`src/rtl/dht_pkg.sv`:
```
package dht_pkg;

  localparam int STAT_W = 7;

  // register byte offsets
  localparam int OFS_CFG     = 'h00;
  localparam int OFS_MODE_A  = 'h04;
  localparam int OFS_MODE_B  = 'h08;
  localparam int OFS_CTRL    = 'h0C;
  localparam int OFS_MASK    = 'h18;
  localparam int OFS_RAW     = 'h1C;
  localparam int OFS_MSK_ST  = 'h20;
  localparam int OFS_CLEAR   = 'h24;
  localparam int OFS_LOAD_A  = 'h28;
  localparam int OFS_LOAD_B  = 'h2C;
  localparam int OFS_MATCH_A = 'h30;
  localparam int OFS_MATCH_B = 'h34;
  localparam int OFS_PRE0    = 'h38;
  localparam int NUM_PRE     = 4;

  // control bit positions
  localparam int CTL_EN_A = 0;
  localparam int CTL_TRIG = 5;
  localparam int CTL_EN_B = 8;
  localparam int CTL_W    = 9;

  // status bit positions
  localparam int ST_TO_A = 0;
  localparam int ST_RTC  = 1;
  localparam int ST_TO_B = 4;
  localparam logic [STAT_W-1:0] MASK_KEEP = 7'h77;

  typedef struct packed {
    logic              startA;
    logic              stopA;
    logic              startB;
    logic              stopB;
    logic [STAT_W-1:0] clrBits;
  } dhtStrobe_t;

endpackage

```
`src/rtl/dht_regs.sv`:
```
module dht_regs
  import dht_pkg::*;
#(
  parameter int ADDR_W = 8,
  parameter int HALF_W = 16,
  parameter int CFG_W  = 3,
  parameter int MODE_W = 4
) (
  input  logic                  clk,
  input  logic                  rstN,
  input  logic [ADDR_W-1:0]     busAddr,
  input  logic                  busWe,
  input  logic [2*HALF_W-1:0]   busWdata,
  output logic [2*HALF_W-1:0]   busRdata,
  input  logic [STAT_W-1:0]     rawStat,
  output dhtStrobe_t            strobes,
  output logic [CFG_W-1:0]      cfg,
  output logic                  oneShotA,
  output logic                  oneShotB,
  output logic                  trigEn,
  output logic [HALF_W-1:0]     loadLo,
  output logic [HALF_W-1:0]     loadHi,
  output logic [HALF_W-1:0]     matchLo,
  output logic [HALF_W-1:0]     matchHi,
  output logic [STAT_W-1:0]     maskBits
);

  localparam int DATA_W = 2 * HALF_W;
  localparam logic [CTL_W-1:0] CTL_KEEP =
    CTL_W'((1 << CTL_EN_A) | (1 << CTL_TRIG) | (1 << CTL_EN_B));

  logic [MODE_W-1:0] modeA, modeB;
  logic [CTL_W-1:0]  ctrlReg;
  logic [DATA_W-1:0] preReg [NUM_PRE];
  logic              split;
  logic              wrCtrl;

  function automatic logic hit(input logic [ADDR_W-1:0] a, input int ofs);
    return a == ADDR_W'(ofs);
  endfunction

  assign split  = cfg >= CFG_W'(4);
  assign wrCtrl = busWe && hit(busAddr, OFS_CTRL);

  // strobes towards the counting datapath
  always_comb begin
    strobes.startA  = wrCtrl && busWdata[CTL_EN_A] && !ctrlReg[CTL_EN_A];
    strobes.stopA   = wrCtrl && !busWdata[CTL_EN_A] && ctrlReg[CTL_EN_A];
    strobes.startB  = wrCtrl && busWdata[CTL_EN_B] && !ctrlReg[CTL_EN_B] && split;
    strobes.stopB   = wrCtrl && !busWdata[CTL_EN_B] && ctrlReg[CTL_EN_B];
    strobes.clrBits = (busWe && hit(busAddr, OFS_CLEAR)) ? busWdata[STAT_W-1:0] : '0;
  end

  always_ff @(posedge clk) begin
    if (!rstN) begin
      cfg      <= '0;
      modeA    <= '0;
      modeB    <= '0;
      ctrlReg  <= '0;
      maskBits <= '0;
      loadLo   <= '0;
      loadHi   <= '0;
      matchLo  <= '0;
      matchHi  <= '0;
    end else if (busWe) begin
      if (hit(busAddr, OFS_CFG))    cfg      <= busWdata[CFG_W-1:0];
      if (hit(busAddr, OFS_MODE_A)) modeA    <= busWdata[MODE_W-1:0];
      if (hit(busAddr, OFS_MODE_B)) modeB    <= busWdata[MODE_W-1:0];
      if (wrCtrl)                   ctrlReg  <= busWdata[CTL_W-1:0] & CTL_KEEP;
      if (hit(busAddr, OFS_MASK))   maskBits <= busWdata[STAT_W-1:0] & MASK_KEEP;
      if (hit(busAddr, OFS_LOAD_A)) begin
        loadLo <= busWdata[HALF_W-1:0];
        if (!split) loadHi <= busWdata[DATA_W-1:HALF_W];
      end
      if (hit(busAddr, OFS_LOAD_B)) loadHi <= busWdata[HALF_W-1:0];
      if (hit(busAddr, OFS_MATCH_A)) begin
        matchLo <= busWdata[HALF_W-1:0];
        if (!split) matchHi <= busWdata[DATA_W-1:HALF_W];
      end
      if (hit(busAddr, OFS_MATCH_B)) matchHi <= busWdata[HALF_W-1:0];
    end
  end

  for (genvar i = 0; i < NUM_PRE; i++) begin : g_pre
    always_ff @(posedge clk) begin
      if (!rstN)
        preReg[i] <= '0;
      else if (busWe && hit(busAddr, OFS_PRE0 + 4 * i))
        preReg[i] <= busWdata;
    end
  end

  assign oneShotA = modeA[0];
  assign oneShotB = modeB[0];
  assign trigEn   = ctrlReg[CTL_TRIG];

  always_comb begin
    busRdata = '0;
    if (hit(busAddr, OFS_CFG))     busRdata = DATA_W'(cfg);
    if (hit(busAddr, OFS_MODE_A))  busRdata = DATA_W'(modeA);
    if (hit(busAddr, OFS_MODE_B))  busRdata = DATA_W'(modeB);
    if (hit(busAddr, OFS_CTRL))    busRdata = DATA_W'(ctrlReg);
    if (hit(busAddr, OFS_MASK))    busRdata = DATA_W'(maskBits);
    if (hit(busAddr, OFS_RAW))     busRdata = DATA_W'(rawStat);
    if (hit(busAddr, OFS_MSK_ST))  busRdata = DATA_W'(rawStat & maskBits);
    if (hit(busAddr, OFS_LOAD_A))  busRdata = {split ? HALF_W'(0) : loadHi, loadLo};
    if (hit(busAddr, OFS_LOAD_B))  busRdata = DATA_W'(loadHi);
    if (hit(busAddr, OFS_MATCH_A)) busRdata = {split ? HALF_W'(0) : matchHi, matchLo};
    if (hit(busAddr, OFS_MATCH_B)) busRdata = DATA_W'(matchHi);
    for (int i = 0; i < NUM_PRE; i++)
      if (hit(busAddr, OFS_PRE0 + 4 * i)) busRdata = preReg[i];
  end


  split_start_chk: assert property (@(posedge clk) disable iff (!rstN)
    strobes.startB |=> ctrlReg[CTL_EN_B] && cfg >= CFG_W'(4));

endmodule

```
`src/rtl/dht_core.sv`:
```
module dht_core
  import dht_pkg::*;
#(
  parameter int HALF_W   = 16,
  parameter int CFG_W    = 3,
  parameter int TICK_DIV = 50_000_000
) (
  input  logic                clk,
  input  logic                rstN,
  input  dhtStrobe_t          strobes,
  input  logic [CFG_W-1:0]    cfg,
  input  logic                oneShotA,
  input  logic                oneShotB,
  input  logic                trigEn,
  input  logic [HALF_W-1:0]   loadLo,
  input  logic [HALF_W-1:0]   loadHi,
  input  logic [HALF_W-1:0]   matchLo,
  input  logic [HALF_W-1:0]   matchHi,
  input  logic [STAT_W-1:0]   maskBits,
  output logic [STAT_W-1:0]   rawStat,
  output logic                irq,
  output logic                adcTrig
);

  localparam int FULL_W = 2 * HALF_W;
  localparam int TICK_W = (TICK_DIV > 1) ? $clog2(TICK_DIV) : 1;
  localparam logic [TICK_W-1:0] TICK_LAST = TICK_W'(TICK_DIV - 1);

  logic [FULL_W-1:0] reload, matchVal, cntA;
  logic [HALF_W-1:0] cntB;
  logic [TICK_W-1:0] tickCnt;
  logic              runA, runB;
  logic              modeDown, modeRtc;
  logic              timeoutA, tick, rtcHit, timeoutB;
  logic [STAT_W-1:0] evtBits;

  assign reload   = {loadHi, loadLo};
  assign matchVal = {matchHi, matchLo};
  assign modeDown = cfg == CFG_W'(0);
  assign modeRtc  = cfg == CFG_W'(1);

  always_comb begin
    timeoutA = runA && modeDown && cntA == '0 && !strobes.startA && !strobes.stopA;
    tick     = runA && modeRtc && tickCnt == TICK_LAST;
    rtcHit   = tick && (cntA + 1'b1) == matchVal && !strobes.startA && !strobes.stopA;
    timeoutB = runB && cntB == '0 && !strobes.startB && !strobes.stopB;
    evtBits  = '0;
    evtBits[ST_TO_A] = timeoutA;
    evtBits[ST_RTC]  = rtcHit;
    evtBits[ST_TO_B] = timeoutB;
  end

  // joined counter: down-counter or real-time counter
  always_ff @(posedge clk) begin
    if (!rstN) begin
      runA    <= 1'b0;
      cntA    <= '0;
      tickCnt <= '0;
    end else if (strobes.startA) begin
      runA    <= 1'b1;
      cntA    <= modeRtc ? '0 : reload;
      tickCnt <= '0;
    end else if (strobes.stopA) begin
      runA    <= 1'b0;
    end else if (runA) begin
      if (modeDown) begin
        if (cntA == '0) begin
          if (oneShotA) runA <= 1'b0;
          else          cntA <= reload;
        end else begin
          cntA <= cntA - 1'b1;
        end
      end else if (modeRtc) begin
        tickCnt <= tick ? '0 : tickCnt + 1'b1;
        if (tick) cntA <= cntA + 1'b1;
      end
    end
  end

  // upper half alone, split configurations
  always_ff @(posedge clk) begin
    if (!rstN) begin
      runB <= 1'b0;
      cntB <= '0;
    end else if (strobes.startB) begin
      runB <= 1'b1;
      cntB <= loadHi;
    end else if (strobes.stopB) begin
      runB <= 1'b0;
    end else if (runB) begin
      if (cntB == '0) begin
        if (oneShotB) runB <= 1'b0;
        else          cntB <= loadHi;
      end else begin
        cntB <= cntB - 1'b1;
      end
    end
  end

  always_ff @(posedge clk) begin
    if (!rstN) begin
      rawStat <= '0;
      adcTrig <= 1'b0;
    end else begin
      rawStat <= (rawStat & ~strobes.clrBits) | evtBits;
      adcTrig <= timeoutA && trigEn;
    end
  end

  assign irq = |(rawStat & maskBits);


  reload_chk: assert property (@(posedge clk) disable iff (!rstN)
    (timeoutA && !oneShotA) |=> cntA == $past(reload));


  one_shot_chk: assert property (@(posedge clk) disable iff (!rstN)
    (timeoutA && oneShotA) |=> !runA);


  trig_cfg_chk: assert property (@(posedge clk) disable iff (!rstN)
    adcTrig |-> $past(modeDown) && $past(trigEn));


  trig_single_chk: assert property (@(posedge clk) disable iff (!rstN)
    (adcTrig && $past(reload) != '0) |=> !adcTrig);


  rtc_step_chk: assert property (@(posedge clk) disable iff (!rstN)
    (runA && modeRtc && !strobes.startA) |=> (cntA == $past(cntA) || cntA == $past(cntA) + 1'b1));


  clear_chk: assert property (@(posedge clk) disable iff (!rstN)
    (strobes.clrBits == {STAT_W{1'b1}} && evtBits == '0) |=> rawStat == '0);

endmodule

```
`src/rtl/dual_half_timer.sv`:
```
module dual_half_timer
  import dht_pkg::*;
#(
  parameter int ADDR_W   = 8,
  parameter int HALF_W   = 16,
  parameter int TICK_DIV = 50_000_000
) (
  input  logic                clk,
  input  logic                rstN,
  input  logic [ADDR_W-1:0]   busAddr,
  input  logic                busWe,
  input  logic [2*HALF_W-1:0] busWdata,
  output logic [2*HALF_W-1:0] busRdata,
  output logic                irq,
  output logic                adcTrig
);

  localparam int CFG_W = 3;

  dhtStrobe_t         strobes;
  logic [CFG_W-1:0]   cfg;
  logic               oneShotA, oneShotB, trigEn;
  logic [HALF_W-1:0]  loadLo, loadHi, matchLo, matchHi;
  logic [STAT_W-1:0]  maskBits, rawStat;

  dht_regs #(.ADDR_W(ADDR_W), .HALF_W(HALF_W), .CFG_W(CFG_W)) u_regs (
    .clk(clk), .rstN(rstN), .busAddr(busAddr), .busWe(busWe),
    .busWdata(busWdata), .busRdata(busRdata), .rawStat(rawStat),
    .strobes(strobes), .cfg(cfg), .oneShotA(oneShotA), .oneShotB(oneShotB),
    .trigEn(trigEn), .loadLo(loadLo), .loadHi(loadHi), .matchLo(matchLo),
    .matchHi(matchHi), .maskBits(maskBits)
  );

  dht_core #(.HALF_W(HALF_W), .CFG_W(CFG_W), .TICK_DIV(TICK_DIV)) u_core (
    .clk(clk), .rstN(rstN), .strobes(strobes), .cfg(cfg),
    .oneShotA(oneShotA), .oneShotB(oneShotB), .trigEn(trigEn),
    .loadLo(loadLo), .loadHi(loadHi), .matchLo(matchLo), .matchHi(matchHi),
    .maskBits(maskBits), .rawStat(rawStat), .irq(irq), .adcTrig(adcTrig)
  );

endmodule

```
`config.mk`:
```
export PLATFORM = sky130hd
export DESIGN_NAME = dual_half_timer
export DESIGN_NICKNAME = d
export VERILOG_FILES = /design/src/rtl/dht_pkg.sv /design/src/rtl/dht_regs.sv /design/src/rtl/dht_core.sv /design/src/rtl/dual_half_timer.sv
export SDC_FILE = /design/constraint.sdc
export NUM_CORES = 1
export LEC_CHECK = 0
export CAP_MARGIN = 20
export CORE_ASPECT_RATIO = 1.2
export CORE_MARGIN = 1.5
export CORE_UTILIZATION = 45
export DETAILED_ROUTE_END_ITERATION = 12
export PLACE_DENSITY = 0.66
export SYNTH_ARGS = -nofsm -noshare
export SYNTH_HDL_FRONTEND = slang
export SYNTH_SLANG_ARGS = --single-unit
```
`constraint.sdc`:
```
create_clock -name clk -period 12.7 [get_ports clk]
set_input_delay 2.54 -clock clk [delete_from_list [all_inputs] [get_ports clk]]
set_output_delay 2.54 -clock clk [all_outputs]
set_load 0.1 [all_outputs]
```
==> results summary <==
The clock skew after layout is 19.85 ps. TritonCTS built the clock tree. The number of setup buffers added after CTS is 0.

The count of TritonRoute iterations in the first routing pass came out at 6. The yosys synthesis warning count came out at 0. For this design the static power due to leakage is 6.788 nW. The first-pass GRT wire length came out at around 84000 um.

Counting tap cells, the placed design contains a total of 2304 instances. The count of final max-slew check failures was 0. For this run, the leading register cell type out of synthesis is sky130_fd_sc_hd__dfxtp_1. The number of antenna violations at the first check in global routing came out at 1.

After detailed routing, the wire length on met1 is 22200 um. The total track usage is approximately 29%. The number of design rule violations left after detail routing is 0.

STA classifies the critical path startpoint as an input port. Based on the critical path, the design can be clocked at up to about 0.11 GHz. In this run the worst hold path is classified as flop to flop. The hold violation total from the final report came out at 0. Registers take 7207 sq um. The post-synth design cell area is 16440 sq um. The number of nets in the layout is just under 2000.

The largest net degree at the start of global routing came out at 80. The clock sink count is 296. The count of fill cells added during filler insertion is between 3000 and 4000. The sequential element share of the synthesized area is a little over two fifths. The first-iteration detailed-routing DRC count is about 1700.

By area, the combinational part of the netlist is dominated by simple AND/OR/NAND/NOR gates. Dividing total power by cell area gives a power density of about 110 nW/um^2. The transition at the pin with the smallest max-transition slack is 1012 ps. The post-cts sizing count is 0.

The post-synthesis xor/xnor area fraction is 4.879%. The finished cells cover 18610 sq um. The maximum fanout count along the critical path came out at 13.

The count of buffers added on input and output ports is 76. The finished layout holds between 2000 and 2500 standard cells, fillers aside. The critical path data arrival time came out at 6700 ps. The library cells used most frequently in the layout, excluding fill and tap cells, are sky130_fd_sc_hd__nand2_1 (293), sky130_fd_sc_hd__dfxtp_1 (168), sky130_fd_sc_hd__and2_1 (138). Setup violations remaining at the end of the flow were counted as 0. The repair_antennas step left the layout with diodes totalling 0.

The maximum count of clock buffers along a single path is 3. The floorplan row count is 76. For this configuration, the core starts out at a cell density of 45.73%.

The library cell used most frequently in the layout, excluding fill and tap cells, is sky130_fd_sc_hd__nand2_1. The number of nets in the synthesized netlist is 1925. The full die area came out at 37690 sq um.

The highest metal layer with signal wires is met4. The per-instance average area after synthesis is 8.762 sq um. The sum of net half-perimeters after detailed placement is between 30000 and 40000 um. Setup repair after global routing left no endpoint under its margin. The minimum clock period came out at 9238 ps. The overflow left after global routing is 0. The design draws 2.095 mW. The number of clock buffers added by TritonCTS is 34. The final RePlAce weighted congestion came out at 0.9769. The category of the most critical setup path is input port to output pin. The worst ir drop on vdd is 89.19 uV. From bottom edge to top edge, the die measures ~210 um. For the worst-skew pair, the clock arrives at the later sink with an insertion delay of 540 ps. The clock tree synthesis step divided the H-tree into 2 levels. The multi-input combinational cell area came out at 8638 sq um. Counting flops and latches in the post-synthesis netlist gives 296.

The number of distinct standard cells referenced by the synthesized netlist is between 80 and 90. The via count of the routed design came out at around 15000. The post-synthesis compound-gate area fraction came out at 20.25%. Wire segments on met3 add up to 4519 um in the final route. The fraction of final layout cells with drive strength greater than 1 came out at 7.429%. STA classifies the critical path endpoint as an output pin.

The via density per instance came out at 6.307. The run finished with clean final reports. The instance area after placement is between 15000 and 20000 sq um. The post-synthesis adder-cell area fraction came out at 0.4567%. The hold-fix buffer count after cts came out at 0. The final wirelength is 54480 um. The via count of the first global-routing pass came to between 10000 and 15000. Dividing the detail-routed wire length by the instance count gives around 23 um. In this run the clock root is driven by a sky130_fd_sc_hd__clkbuf_16.

The required time of the worst setup path came out at 10160 ps. The number of synthesized flops with an enable pin came out at 128. The count of maximum capacitance violations is 0.

After synthesis, the share of flip-flops with an asynchronous set or reset is 0%. The multiplexer share of the synthesized area is less than 1%. The number of top-level pins is 77. The post-detailed-route count of antenna-violating nets is 0. The worst pin sits at a relative slew slack of 32.31%.

The area added between synthesis and finish came out at 13.25%. In the final timing run, aggregate negative setup slack is 0 ps. The width of the die came out at approximately 180 um.

The core region is between 30000 and 40000 sq um. The number of instances in the synthesized netlist is 1876. The clock-pin slew on the worst setup and hold paths is 60 ps. After detailed routing, the met2 layer carries roughly 26000 um of wire. The simple-gate share of the synthesized area came out at 25.89%. The ratio of final minimum period to clock period is 72.74%.
==> metrics by stage <==
stage | hold slack, ps | setup slack [ps] | util, %
after floorplan | 411.6 | 3992 | -
after global placement | 426.3 | 3635 | 48.67
after detailed placement | 445.4 | 3638 | 48.69
after CTS | 455.4 | 3603 | 51.70
after global routing | 465.1 | 3336 | 51.79
final | 450.2 | 3462 | 51.79
==> Yosys cell counts (5+ instances only) <==
cell | number | share of area, %
sky130_fd_sc_hd__or3_1 | 13 | 0.49
sky130_fd_sc_hd__clkbuf_1 | 116 | 2.6
sky130_fd_sc_hd__nor4_1 | 15 | 0.57
sky130_fd_sc_hd__and4_1 | 5 | 0.27
sky130_fd_sc_hd__a31oi_1 | 14 | 0.53
sky130_fd_sc_hd__o221ai_1 | 7 | 0.37
sky130_fd_sc_hd__a222oi_1 | 20 | 1.2
sky130_fd_sc_hd__and2_1 | 138 | 5.3
sky130_fd_sc_hd__or4_1 | 8 | 0.37
sky130_fd_sc_hd__a221oi_1 | 12 | 0.64
sky130_fd_sc_hd__nand3_1 | 122 | 3.7
sky130_fd_sc_hd__xor2_1 | 41 | 2.2
sky130_fd_sc_hd__o22ai_1 | 13 | 0.49
sky130_fd_sc_hd__buf_2 | 20 | 0.61
sky130_fd_sc_hd__a21oi_1 | 70 | 2.1
sky130_fd_sc_hd__nand2b_1 | 7 | 0.27
sky130_fd_sc_hd__nand2_1 | 293 | 6.7
sky130_fd_sc_hd__a21boi_0 | 62 | 2.8
sky130_fd_sc_hd__nor2b_1 | 11 | 0.42
sky130_fd_sc_hd__nor3b_1 | 10 | 0.46
sky130_fd_sc_hd__o211a_1 | 34 | 2.1
sky130_fd_sc_hd__xnor2_1 | 48 | 2.6
sky130_fd_sc_hd__a211oi_1 | 6 | 0.27
sky130_fd_sc_hd__edfxtp_1 | 128 | 23
sky130_fd_sc_hd__inv_1 | 13 | 0.30
sky130_fd_sc_hd__dfxtp_1 | 168 | 20
sky130_fd_sc_hd__nand4_1 | 28 | 1.1
sky130_fd_sc_hd__and3_1 | 17 | 0.65
sky130_fd_sc_hd__nor3_1 | 40 | 1.2
sky130_fd_sc_hd__a22oi_1 | 45 | 2.1
sky130_fd_sc_hd__ha_1 | 6 | 0.46
sky130_fd_sc_hd__a2bb2oi_1 | 5 | 0.27
sky130_fd_sc_hd__o211ai_1 | 13 | 0.59
sky130_fd_sc_hd__mux2i_1 | 6 | 0.37
sky130_fd_sc_hd__a22o_1 | 18 | 0.96
sky130_fd_sc_hd__o31ai_1 | 11 | 0.50
sky130_fd_sc_hd__nor2_1 | 119 | 2.7
sky130_fd_sc_hd__o221a_2 | 8 | 0.55
sky130_fd_sc_hd__buf_4 | 7 | 0.32
sky130_fd_sc_hd__o21ai_0 | 76 | 2.3
==> power breakdown <==
group          switching (mW)  internal, mW  total [mW]  leakage [nW]
Clock                   0.403         0.576       0.979         0.532
Combinational          0.0665        0.0289      0.0955          3.69
Sequential            0.00805          1.01        1.02          2.57
==> final cells by class <==
class | count | share of cell area (%)
clock inverter | 10 | 0.5646
clock buffer | 49 | 5.256
timing repair buffer | 114 | 5.646
multi-input combinational | 1416 | 46.41
sequential | 296 | 38.72
tap | 468 | 3.146
inverter | 13 | 0.2621
==> worst max-delay path, cell delays in order <==
cell	delay, ps
sky130_fd_sc_hd__clkdlybuf4s50_1	760
sky130_fd_sc_hd__nor2b_1	300
sky130_fd_sc_hd__nand2_1	240
sky130_fd_sc_hd__nor2_1	730
sky130_fd_sc_hd__o21ai_0	200
sky130_fd_sc_hd__o2111ai_1	220
sky130_fd_sc_hd__o21ai_0	190
sky130_fd_sc_hd__a31oi_1	310
sky130_fd_sc_hd__clkdlybuf4s50_1	1190
==> layer usage <==
layer	up-vias	GRT usage, %
li1	6813	-
met1	7260	38.79
met2	731	46.96
met3	119	4.024
met4	0	10.52
met5	-	0
==> path summary, 6_finish.rpt <==
check	start	end	slack (ps)	cells past startpoint
setup / recovery	busAddr[3]	busRdata[6]	3460	9
hold / removal	u_core.rawStat[3]	u_core.rawStat[3]	450	2
setup reg to reg	u_core.cntA[11]	u_core.cntA[25]	8930	9
hold reg to reg	u_core.rawStat[3]	u_core.rawStat[3]	450	2
==> cell families after synthesis <==
logic type,count (synthesis)
compound gates,458
xor+xnor,90
fa+ha+maj,6
buf+inv,164
flops,296
mux,7
simple gates,855
==> flip-flops by register name, summed over array words and instances (netlist names), 16 cells and up <==
signal,count
u_core.cntA,32
u_core.cntB,16
u_core.tickCnt,26
u_regs.loadHi,16
u_regs.loadLo,16
u_regs.matchHi,16
u_regs.matchLo,16
u_regs.preReg,128
Power figures use the tool's default switching activity.
